[src/rtl/contig_tlb_pkg.sv]
package contig_tlb_pkg;
  localparam int unsigned FLAG_W = 8;
  localparam int unsigned FLAG_V = 0;
  localparam int unsigned FLAG_G = 5;
  typedef logic [FLAG_W-1:0] flags_t;
endpackage

[src/rtl/contig_tlb_entry.sv]
module contig_tlb_entry
  import contig_tlb_pkg::*;
#(
  parameter int unsigned VPN_W      = 27,
  parameter int unsigned PPN_W      = 44,
  parameter int unsigned ASID_W     = 16,
  parameter int unsigned NAPOT_BITS = 4
) (
  input  logic              clk_i,
  input  logic              rst_ni,
  input  logic              fill_i,
  input  logic              wr_sel_i,
  input  logic [VPN_W-1:0]  fill_vpn_i,
  input  logic [ASID_W-1:0] fill_asid_i,
  input  logic [PPN_W-1:0]  fill_ppn_i,
  input  flags_t            fill_flags_i,
  input  logic              fill_napot_i,
  input  logic              flush_i,
  input  logic              flush_asid_en_i,
  input  logic [ASID_W-1:0] flush_asid_i,
  input  logic [VPN_W-1:0]  lk_vpn_i,
  input  logic [ASID_W-1:0] lk_asid_i,
  output logic              hit_o,
  output logic              valid_o,
  output logic              napot_o,
  output logic [PPN_W-1:0]  ppn_o,
  output flags_t            flags_o
);
  localparam int unsigned HI_W = VPN_W - NAPOT_BITS;
  localparam logic [VPN_W-1:0] FULL_MASK   = {VPN_W{1'b1}};
  localparam logic [VPN_W-1:0] REGION_MASK = {{HI_W{1'b1}}, {NAPOT_BITS{1'b0}}};

  logic              valid_q;
  logic [VPN_W-1:0]  vpn_q;
  logic [ASID_W-1:0] asid_q;
  logic [PPN_W-1:0]  ppn_q;
  flags_t            flags_q;
  logic              napot_q;

  logic             glob;
  logic [VPN_W-1:0] lk_mask, ov_mask;
  logic             lk_match, overlap, flush_hit;

  assign glob    = flags_q[FLAG_G];
  assign lk_mask = napot_q ? REGION_MASK : FULL_MASK;
  // union of both coverages: any shared page means overlap
  assign ov_mask = (napot_q || fill_napot_i) ? REGION_MASK : FULL_MASK;

  assign lk_match = (((lk_vpn_i ^ vpn_q) & lk_mask) == '0);
  assign hit_o    = valid_q && lk_match && (glob || (asid_q == lk_asid_i));

  assign overlap = valid_q && (((fill_vpn_i ^ vpn_q) & ov_mask) == '0) &&
                   (glob || fill_flags_i[FLAG_G] || (asid_q == fill_asid_i));

  assign flush_hit = flush_i &&
                     (!flush_asid_en_i || (!glob && (asid_q == flush_asid_i)));

  always_ff @(posedge clk_i or negedge rst_ni) begin
    if (!rst_ni) begin
      valid_q <= 1'b0;
      vpn_q   <= '0;
      asid_q  <= '0;
      ppn_q   <= '0;
      flags_q <= '0;
      napot_q <= 1'b0;
    end else begin
      if (flush_hit) valid_q <= 1'b0;
      if (fill_i && overlap) valid_q <= 1'b0;
      if (fill_i && wr_sel_i) begin
        valid_q <= 1'b1;
        vpn_q   <= fill_vpn_i;
        asid_q  <= fill_asid_i;
        ppn_q   <= fill_ppn_i;
        flags_q <= fill_flags_i;
        napot_q <= fill_napot_i;
      end
    end
  end

  assign valid_o = valid_q;
  assign napot_o = napot_q;
  assign ppn_o   = ppn_q;
  assign flags_o = flags_q;
endmodule

[src/rtl/contig_tlb_victim.sv]
module contig_tlb_victim #(
  parameter int unsigned ENTRIES = 8,
  localparam int unsigned IDX_W  = (ENTRIES > 1) ? $clog2(ENTRIES) : 1
) (
  input  logic               clk_i,
  input  logic               rst_ni,
  input  logic               adv_i,
  output logic [ENTRIES-1:0] sel_o,
  output logic [IDX_W-1:0]   ptr_o
);
  localparam logic [IDX_W-1:0] LAST = IDX_W'(ENTRIES - 1);

  logic [IDX_W-1:0] ptr_q;

  always_ff @(posedge clk_i or negedge rst_ni) begin
    if (!rst_ni) ptr_q <= '0;
    else if (adv_i) ptr_q <= (ptr_q == LAST) ? '0 : ptr_q + 1'b1;
  end

  for (genvar g = 0; g < ENTRIES; g++) begin : g_sel
    assign sel_o[g] = (ptr_q == IDX_W'(g));
  end

  assign ptr_o = ptr_q;
endmodule

[src/rtl/contig_tlb_resp.sv]
module contig_tlb_resp
  import contig_tlb_pkg::*;
#(
  parameter int unsigned ENTRIES    = 8,
  parameter int unsigned PPN_W      = 44,
  parameter int unsigned NAPOT_BITS = 4
) (
  input  logic                          clk_i,
  input  logic                          rst_ni,
  input  logic                          req_i,
  input  logic [ENTRIES-1:0]            hit_vec_i,
  input  logic [ENTRIES-1:0]            napot_vec_i,
  input  logic [ENTRIES-1:0][PPN_W-1:0] ppn_arr_i,
  input  flags_t [ENTRIES-1:0]          flags_arr_i,
  input  logic [NAPOT_BITS-1:0]         vpn_lo_i,
  output logic                          hit_o,
  output logic [PPN_W-1:0]              ppn_o,
  output flags_t                        flags_o
);
  logic [PPN_W-1:0] sel_ppn, out_ppn;
  flags_t           sel_flags;
  logic             sel_napot;

  // hits are one-hot, so an OR tree is the mux
  always_comb begin
    sel_ppn   = '0;
    sel_flags = '0;
    sel_napot = 1'b0;
    for (int i = 0; i < ENTRIES; i++) begin
      if (hit_vec_i[i]) begin
        sel_ppn   = sel_ppn | ppn_arr_i[i];
        sel_flags = sel_flags | flags_arr_i[i];
        sel_napot = sel_napot | napot_vec_i[i];
      end
    end
  end

  assign out_ppn = {sel_ppn[PPN_W-1:NAPOT_BITS],
                    sel_napot ? vpn_lo_i : sel_ppn[NAPOT_BITS-1:0]};

  always_ff @(posedge clk_i or negedge rst_ni) begin
    if (!rst_ni) begin
      hit_o   <= 1'b0;
      ppn_o   <= '0;
      flags_o <= '0;
    end else begin
      hit_o   <= req_i && (|hit_vec_i);
      ppn_o   <= out_ppn;
      flags_o <= sel_flags;
    end
  end
endmodule

[src/rtl/contig_tlb.sv]
module contig_tlb
  import contig_tlb_pkg::*;
#(
  parameter int unsigned ENTRIES    = 8,
  parameter int unsigned VPN_W      = 27,
  parameter int unsigned PPN_W      = 44,
  parameter int unsigned ASID_W     = 16,
  parameter int unsigned NAPOT_BITS = 4
) (
  input  logic              clk_i,
  input  logic              rst_ni,
  input  logic              lookup_req_i,
  input  logic [VPN_W-1:0]  lookup_vpn_i,
  input  logic [ASID_W-1:0] lookup_asid_i,
  input  logic              fill_i,
  input  logic [VPN_W-1:0]  fill_vpn_i,
  input  logic [ASID_W-1:0] fill_asid_i,
  input  logic [PPN_W-1:0]  fill_ppn_i,
  input  logic [7:0]        fill_flags_i,
  input  logic              fill_napot_i,
  input  logic              flush_i,
  input  logic              flush_asid_en_i,
  input  logic [ASID_W-1:0] flush_asid_i,
  output logic              rsp_hit_o,
  output logic [PPN_W-1:0]  rsp_ppn_o,
  output logic [7:0]        rsp_flags_o
);
  localparam int unsigned IDX_W = (ENTRIES > 1) ? $clog2(ENTRIES) : 1;

  logic [ENTRIES-1:0]            hit_vec, valid_vec, napot_vec, wr_sel;
  logic [ENTRIES-1:0][PPN_W-1:0] ppn_arr;
  flags_t [ENTRIES-1:0]          flags_arr;
  logic [IDX_W-1:0]              victim_ptr;
  flags_t                        rsp_flags;

  contig_tlb_victim #(.ENTRIES(ENTRIES)) u_victim (
    .clk_i (clk_i),
    .rst_ni(rst_ni),
    .adv_i (fill_i),
    .sel_o (wr_sel),
    .ptr_o (victim_ptr)
  );

  for (genvar g = 0; g < ENTRIES; g++) begin : g_ent
    contig_tlb_entry #(
      .VPN_W(VPN_W), .PPN_W(PPN_W), .ASID_W(ASID_W), .NAPOT_BITS(NAPOT_BITS)
    ) u_ent (
      .clk_i          (clk_i),
      .rst_ni         (rst_ni),
      .fill_i         (fill_i),
      .wr_sel_i       (wr_sel[g]),
      .fill_vpn_i     (fill_vpn_i),
      .fill_asid_i    (fill_asid_i),
      .fill_ppn_i     (fill_ppn_i),
      .fill_flags_i   (fill_flags_i),
      .fill_napot_i   (fill_napot_i),
      .flush_i        (flush_i),
      .flush_asid_en_i(flush_asid_en_i),
      .flush_asid_i   (flush_asid_i),
      .lk_vpn_i       (lookup_vpn_i),
      .lk_asid_i      (lookup_asid_i),
      .hit_o          (hit_vec[g]),
      .valid_o        (valid_vec[g]),
      .napot_o        (napot_vec[g]),
      .ppn_o          (ppn_arr[g]),
      .flags_o        (flags_arr[g])
    );
  end

  contig_tlb_resp #(
    .ENTRIES(ENTRIES), .PPN_W(PPN_W), .NAPOT_BITS(NAPOT_BITS)
  ) u_resp (
    .clk_i      (clk_i),
    .rst_ni     (rst_ni),
    .req_i      (lookup_req_i),
    .hit_vec_i  (hit_vec),
    .napot_vec_i(napot_vec),
    .ppn_arr_i  (ppn_arr),
    .flags_arr_i(flags_arr),
    .vpn_lo_i   (lookup_vpn_i[NAPOT_BITS-1:0]),
    .hit_o      (rsp_hit_o),
    .ppn_o      (rsp_ppn_o),
    .flags_o    (rsp_flags)
  );

  assign rsp_flags_o = rsp_flags;
endmodule

[config.mk]
export PLATFORM = sky130hd
export DESIGN_NAME = contig_tlb
export DESIGN_NICKNAME = d
export VERILOG_FILES = /design/src/rtl/contig_tlb_pkg.sv /design/src/rtl/contig_tlb_entry.sv /design/src/rtl/contig_tlb_victim.sv /design/src/rtl/contig_tlb_resp.sv /design/src/rtl/contig_tlb.sv
export SDC_FILE = /design/constraint.sdc
export NUM_CORES = 2
export LEC_CHECK = 0
export ABC_CLOCK_PERIOD_IN_PS = 3050
export BUFFER_PORTS_ARGS = -buffer_cell sky130_fd_sc_hd__buf_2
export CAP_MARGIN = 20
export CORE_AREA = 2 2 329 331
export CTS_CLUSTER_SIZE = 16
export DETAILED_ROUTE_END_ITERATION = 7
export DIE_AREA = 0 0 331 333
export MAX_ROUTING_LAYER = met4
export PLACE_DENSITY_LB_ADDON = 0.25
export SKIP_LAST_GASP = 1
export SYNTH_ARGS = -nofsm -noshare
export SYNTH_HDL_FRONTEND = slang
export SYNTH_SLANG_ARGS = --single-unit
[constraint.sdc]
create_clock -name clk_i -period 3.05 [get_ports clk_i]
set_input_delay 0.305 -clock clk_i [delete_from_list [all_inputs] [get_ports clk_i]]
set_output_delay 0.305 -clock clk_i [all_outputs]
set_load 0.005 [all_outputs]
---- Yosys cells after proc, flatten, opt, wreduce, memory -nomap -nowiden ----
Index checks and enable logic that the tools add are counted.
storage, ports and cells
  bits in latches ......................... 0
  output and inout port bits .............. 53
  input port bits ......................... 161
  bits in read-only memories .............. 0
  bits in writable memories ............... 0
  bits in registers ....................... 832
  memories ................................ 0
cells by class
  equal/unequal tests ..................... 31
  div/mod/pow operators ................... 0
  mux-type cells .......................... 66
  bitwise gates (word level) .............. 53
  shifts and indexed selects .............. 0
  add/subtract/negate cells ............... 1
  magnitude comparators ................... 0
  $mul .................................... 0
  reduce and logical (&&, ||, !) cells .... 140
operators with widths
  kind                                                                    count
  27-bit bitwise AND                                                      16
  27-bit logical NOT                                                      16
  27-bit bitwise XOR                                                      16
  16-bit equality test                                                    24
  44-bit two-way mux                                                      8
  44-bit OR                                                               7
  4-bit two-way mux                                                       17
  1-bit logical AND                                                       65
  8-bit two-way mux                                                       8
  8-bit OR                                                                7
  1-bit logical OR                                                        40
  1-bit two-way mux                                                       32
  3-bit nonzero test                                                      8
  3-bit equality test (second input constant)                             4
  1-bit logical NOT                                                       9
  8-bit OR reduction                                                      1
  1-bit OR                                                                7
  3-bit by 2-bit equality test with 1-bit output (second input constant)  2
  3-bit by 1-bit adder with 3-bit output (second input constant)          1
  3-bit by 1-bit equality test with 1-bit output (second input constant)  1
  3-bit logical NOT                                                       1
  3-bit two-way mux                                                       1

---- Depth between registers and ports, before layout ----
  depth in word-level cells ............... 21
  mapped depth ............................ 10
  depth with buffers taken out ............ 7

---- Hierarchy ----
A second synthesis with hierarchy kept.
unflattened totals
  cells, all modules ...................... 3173
  area total of the unflattened synthesis .. 41591.1 sq um
modules (own cells, without submodules)
  module             cells each  area each (sq um)  instances
  contig_tlb_entry   347         4714.5             8
  contig_tlb_resp    373         3641.0             1
  contig_tlb_victim  24          234.0              1

---- Worst setup path before layout ----
OpenSTA, ideal clock, no wires.
  kind .................................... register -> register
  start ................................... register u_victim.ptr_q[0], in the netlist u_victim.ptr_o[0]
  end ..................................... register g_ent[7].u_ent.flags_q[0]
  library setup time ...................... 0.125 ns
  path buffers ............................ 2
  cell stages (with the launch flop) ...... 7
  data arrival time ....................... 1.979 ns
  slack ................................... 0.946 ns
  data required time ...................... 2.925 ns
  period minus slack after synthesis ...... 2.104 ns
  path through ............................ dfrtp_1 -> ha_1 -> ha_1 -> nand2_1 -> buf_1 -> clkbuf_1 -> mux2_2
between the ends
  word-level cells in the longest chain between the ends .. 2
ends and longest elaborated chain
  element                 RTL line                 text
  start, declared         contig_tlb_victim.sv:13  logic [IDX_W-1:0] ptr_q;
  start signal, assigned  contig_tlb_victim.sv:17  else if (adv_i) ptr_q <= (ptr_q == LAST) ? '0 : ptr_q + 1'b1;
  3-bit equality test     contig_tlb_victim.sv:21  assign sel_o[g] = (ptr_q == IDX_W'(g));
  1-bit logical AND       contig_tlb_entry.sv:69   if (fill_i && wr_sel_i) begin
  end signal, assigned    contig_tlb_entry.sv:74   flags_q <= fill_flags_i;
  end, declared           contig_tlb_entry.sv:37   flags_t flags_q;
No other way between the ends.
A chain may end at the register's enable or synchronous reset.

---- Worst setup path after layout ----
  start ................................... register g_ent[5].u_ent.asid_q[8]
  end ..................................... register u_resp.flags_o[1]
between the ends
  word-level cells in the longest chain between the ends .. 8
ends and longest elaborated chain
  element                        RTL line                text
  start, declared                contig_tlb_entry.sv:35  logic [ASID_W-1:0] asid_q;
  start signal, assigned         contig_tlb_entry.sv:72  asid_q <= fill_asid_i;
  16-bit equality test (*)       contig_tlb_entry.sv:50  assign hit_o = valid_q && lk_match && (glob || (asid_q == lk_asid_i));
  1-bit logical OR (*)           contig_tlb_entry.sv:50
  1-bit logical AND (*)          contig_tlb_entry.sv:50
  8-bit two-way mux (*)          contig_tlb_resp.sv:30   if (hit_vec_i[i]) begin
  8-bit OR                       contig_tlb_resp.sv:32   sel_flags = sel_flags | flags_arr_i[i];
  8-bit two-way mux (*)          contig_tlb_resp.sv:30
  8-bit OR                       contig_tlb_resp.sv:32
  8-bit two-way mux (*)          contig_tlb_resp.sv:30
  named net u_resp.sel_flags[1]  contig_tlb_resp.sv:21   flags_t sel_flags;
  end signal, assigned           contig_tlb_resp.sv:49   flags_o <= sel_flags;
  end, declared                  contig_tlb_resp.sv:18   output flags_t flags_o
Mark *: on every way through the listed nets, which the timed path passes. The rest lies on a longest branch.

==> impl_metrics.toml <==
[floorplan]
die_y_um = 333
pin_count = 214
core-area_um2 = 107000
die_w_um = 331
die_area_um2 = 110000
rows = 120
initial_core_util_pct = 39.7

[global_routing]
gr-total-overflow = 0
gr-usage-met1_pct = 35.5
grtUsageMet3_pct = 3.56
grt_use_met2_pct = 40.7
grt.busiest_layer = "met2"
grt_usage_pct = 26.1
antenna_found_initial = 10
grt_pass1_wl_um = 206000
grt_max_degree = 84
grt_pass1_vias = 29100

[setup_path]
cp.arrival_ns = 3.61
required_ns = 3.68
crit_type = "flip-flop to flip-flop"
start_kind = "flip-flop"
crit_fanout = 18
reg2reg_slack_ns = 0.07
worst_setup_path_end_kind = "flip-flop"

[clock_network]
clk_pin_slew_worst_paths_ns = 0.06
clock-sinks = 832
clock_path_buffers = 3
root_buffer = "clkbuf_16"
cts_tree = "yes"
cts_made_buffers = 95
clk_latency_ns = 0.70
ctsHtreeMaxLevel = 3

[sta]
post-route-min-period_ns = 2.98
fin_skew_ns = 0.0480
tns_ns = 0
grt_setup_unrepaired = "false"
fmax_mhz = 335
setup_viol = 0
slew_violations = 0
finalHoldViolCount = 0
slew_headroom_pct = 24.3
tightest_slew_ns = 1.13
fin_crit_sh_pct = 97.7

[finish]
final_area_um2 = 49900
drive_gt1_share_pct = 36.3
fin_cells = 5074
multi_input_area_um2 = 20300
n_fill_cell = 9728
final_nets = 3752
seqCellArea_um2 = 20800
syn2layout_area_growth_pct = 17.8

[synthesis]
ys_ff_latch = 832
ys_types = 39
avgSynthCellArea_um2 = 12.7
synth_cells = 3332
syn_area_um2 = 42400
yosys_warnings = 0
syn_nets = 3499
yosys.area.top_type = "dfrtp_1"
synth_top_cell_area_share_pct = 49.1
yosysSeqAreaShare_pct = 49.1
ys_top_cells_by_area = "dfrtp_1, mux2_2, xnor2_1"

[power_and_ir_drop]
ir_worst_vdd_mv = 0.548
p_per_area_nw_per_um2 = 980
p_total_mw = 48.9
p_leak_nw = 20.8

[place]
placed_area_um2 = 45900
place.detailed.instances = 4836
gp_congestion = 0.983
io_buffers = 213
dp_hpwl_um = 96700

[detailed_routing]
drt_iter0_markers = 1981
detail-route-antenna-nets = 0
num_vias = 28300
drcViolationCount = 0
viasPerCell = 5.58
wl_um = 140000
wire_per_inst_um = 27.6
dr.pass1.iters = 5

[job]
drv_cap = 0

[run_status]
status = "completed"

[worst_hold_path]
hp-class = "input pin to flip-flop"
## layout make-up
cell class | instances | share of cell area, %
flip-flops and latches | 832 | 41.7
multi-input cells | 2209 | 40.7
repair buffers | 432 | 6.98
clock buffers | 132 | 5.56
well taps | 1403 | 3.52
clock inverters | 42 | 1.39
inverters | 15 | 0.113
diodes | 9 | 0.0451
## routing by layer
layer  share of wire [%]  vias up  routed length [um]
met4                 3.0        0                4210
met2                  47      736               66300
met1                  45    14900               62600
met5                   0        -                   0
li1                    -    12400                   -
met3                 4.9      204                6810
## metrics by stage
step | hold WS, ns | setup WS [ns] | util [%]
after CTS | 0.0318 | 0.101 | 46.8
after global routing | 0.0391 | 0.152 | 46.8
after global placement | 0.306 | -0.103 | 43.0
final | 0.0572 | 0.0693 | 46.8
after detailed placement | 0.302 | -0.0141 | 43.0
after floorplan | 0.00941 | 0.946 | -
## state kept, by name (all words and copies together), names as in the netlist
name,count
u_resp.flags_o,8
u_resp.hit_o,1
g_ent.u_ent.asid_q,128
g_ent.u_ent.ppn_o,352
g_ent.u_ent.napot_o,8
g_ent.u_ent.flags_o,64
g_ent.u_ent.valid_o,8
u_victim.ptr_o,3
u_resp.ppn_o,44
g_ent.u_ent.vpn_q,216
## repair_timing
item / in CTS / in global routing
setup buffers: 0 / 0
resized for setup: 0 / 0
endpoints found under the setup margin: 0 / 0
hold buffers: 55 / 0
hold endpoints to repair: 478 / 0
## path summary, 6_finish.rpt
path / cells after the start / end / from
setup / recovery: 8 / u_resp.flags_o[1]$_DFF_PN0_ / g_ent[5].u_ent.asid_q[8]$_DFFE_PN0P_
hold / removal: 2 / g_ent[5].u_ent.vpn_q[23]$_DFFE_PN0P_ / fill_vpn_i[23]
setup reg to reg: 8 / u_resp.flags_o[1]$_DFF_PN0_ / g_ent[5].u_ent.asid_q[8]$_DFFE_PN0P_
hold reg to reg: 2 / u_resp.ppn_o[35]$_DFF_PN0_ / g_ent[5].u_ent.ppn_o[35]$_DFFE_PN0P_
max in group asynchronous: 3 / g_ent[3].u_ent.vpn_q[24]$_DFFE_PN0P_ / rst_ni
min in group asynchronous: 2 / g_ent[6].u_ent.ppn_o[15]$_DFFE_PN0P_ / rst_ni
## cells by family (layout without fill, tap and decap cells)
group | Yosys count | count (layout) | share of synthesized area, %
xor+xnor | 816 | 816 | 16.9
simple gates | 354 | 354 | 4.94
buf+inv | 291 | 621 | 3.16
fa+ha+maj | 6 | 6 | 0.177
compound gates | 260 | 260 | 5.18
other cells | 0 | 9 | 0
flops | 832 | 832 | 49.1
mux | 773 | 773 | 20.5
## cell usage after synthesis
master and count:
a41oi_1 8, a221oi_1 47, nand3_1 65, nand2_1 18, inv_1 15, a32o_1 5, a22oi_1 94, ha_1 6
nor2b_1 1, or3_1 3, dfrtp_1 832, nor3_1 36, buf_6 9, clkbuf_1 153, a211oi_4 3, a22o_1 57
xor2_1 224, buf_1 41, mux2_2 768, a21boi_0 1, buf_4 35, o211a_1 5, nand4_1 151, o41ai_1 8
o211ai_1 1, nor4_2 7, nor2_1 1, mux2i_1 5, o2111ai_1 19, nor4_1 69, nor3_2 1, o311ai_0 8
nor4bb_1 1, buf_2 38, xnor2_1 592, a2111oi_0 1, o21ai_0 2, a31oi_1 1, nand4b_1 1
## where the power goes
part	internal, mW	leakage (nW)	switching, mW	total, mW
clock network	7.66	1.70	4.95	12.6
logic	8.62	8.95	6.15	14.8
registers	16.3	10.1	5.25	21.5
## worst max-delay path: stages (launching register included)
cell and delay (ns):
dfrtp_1 0.49, xnor2_1 0.36, nand4_1 0.27, nor4_1 0.75, buf_4 0.27, o211a_4 0.29
buf_12 0.22, a221oi_1 0.13, nand3_1 0.10
## cell usage in the layout (no fill, tap or decap), types with 6 or more instances in the layout
cell type,Yosys,final
a221oi_1,47,47
a22o_1,57,57
a22oi_1,94,94
a41oi_1,8,8
buf_12,0,50
buf_2,38,212
buf_4,35,114
bufinv_16,0,15
clkbuf_1,153,12
clkbuf_16,0,96
clkbuf_8,0,24
clkinv_2,0,16
dfrtp_1,832,832
diode_2,0,9
dlygate4sd3_1,0,55
ha_1,6,6
inv_1,15,15
mux2_2,768,768
nand2_1,18,13
nand3_1,65,62
nand4_1,151,151
nor3_1,36,36
nor4_1,69,69
nor4_2,7,7
o2111ai_1,19,19
o311ai_0,8,8
o41ai_1,8,8
xnor2_1,592,592
xor2_1,224,224
No activity file was read; power rests on OpenSTA's default activity.
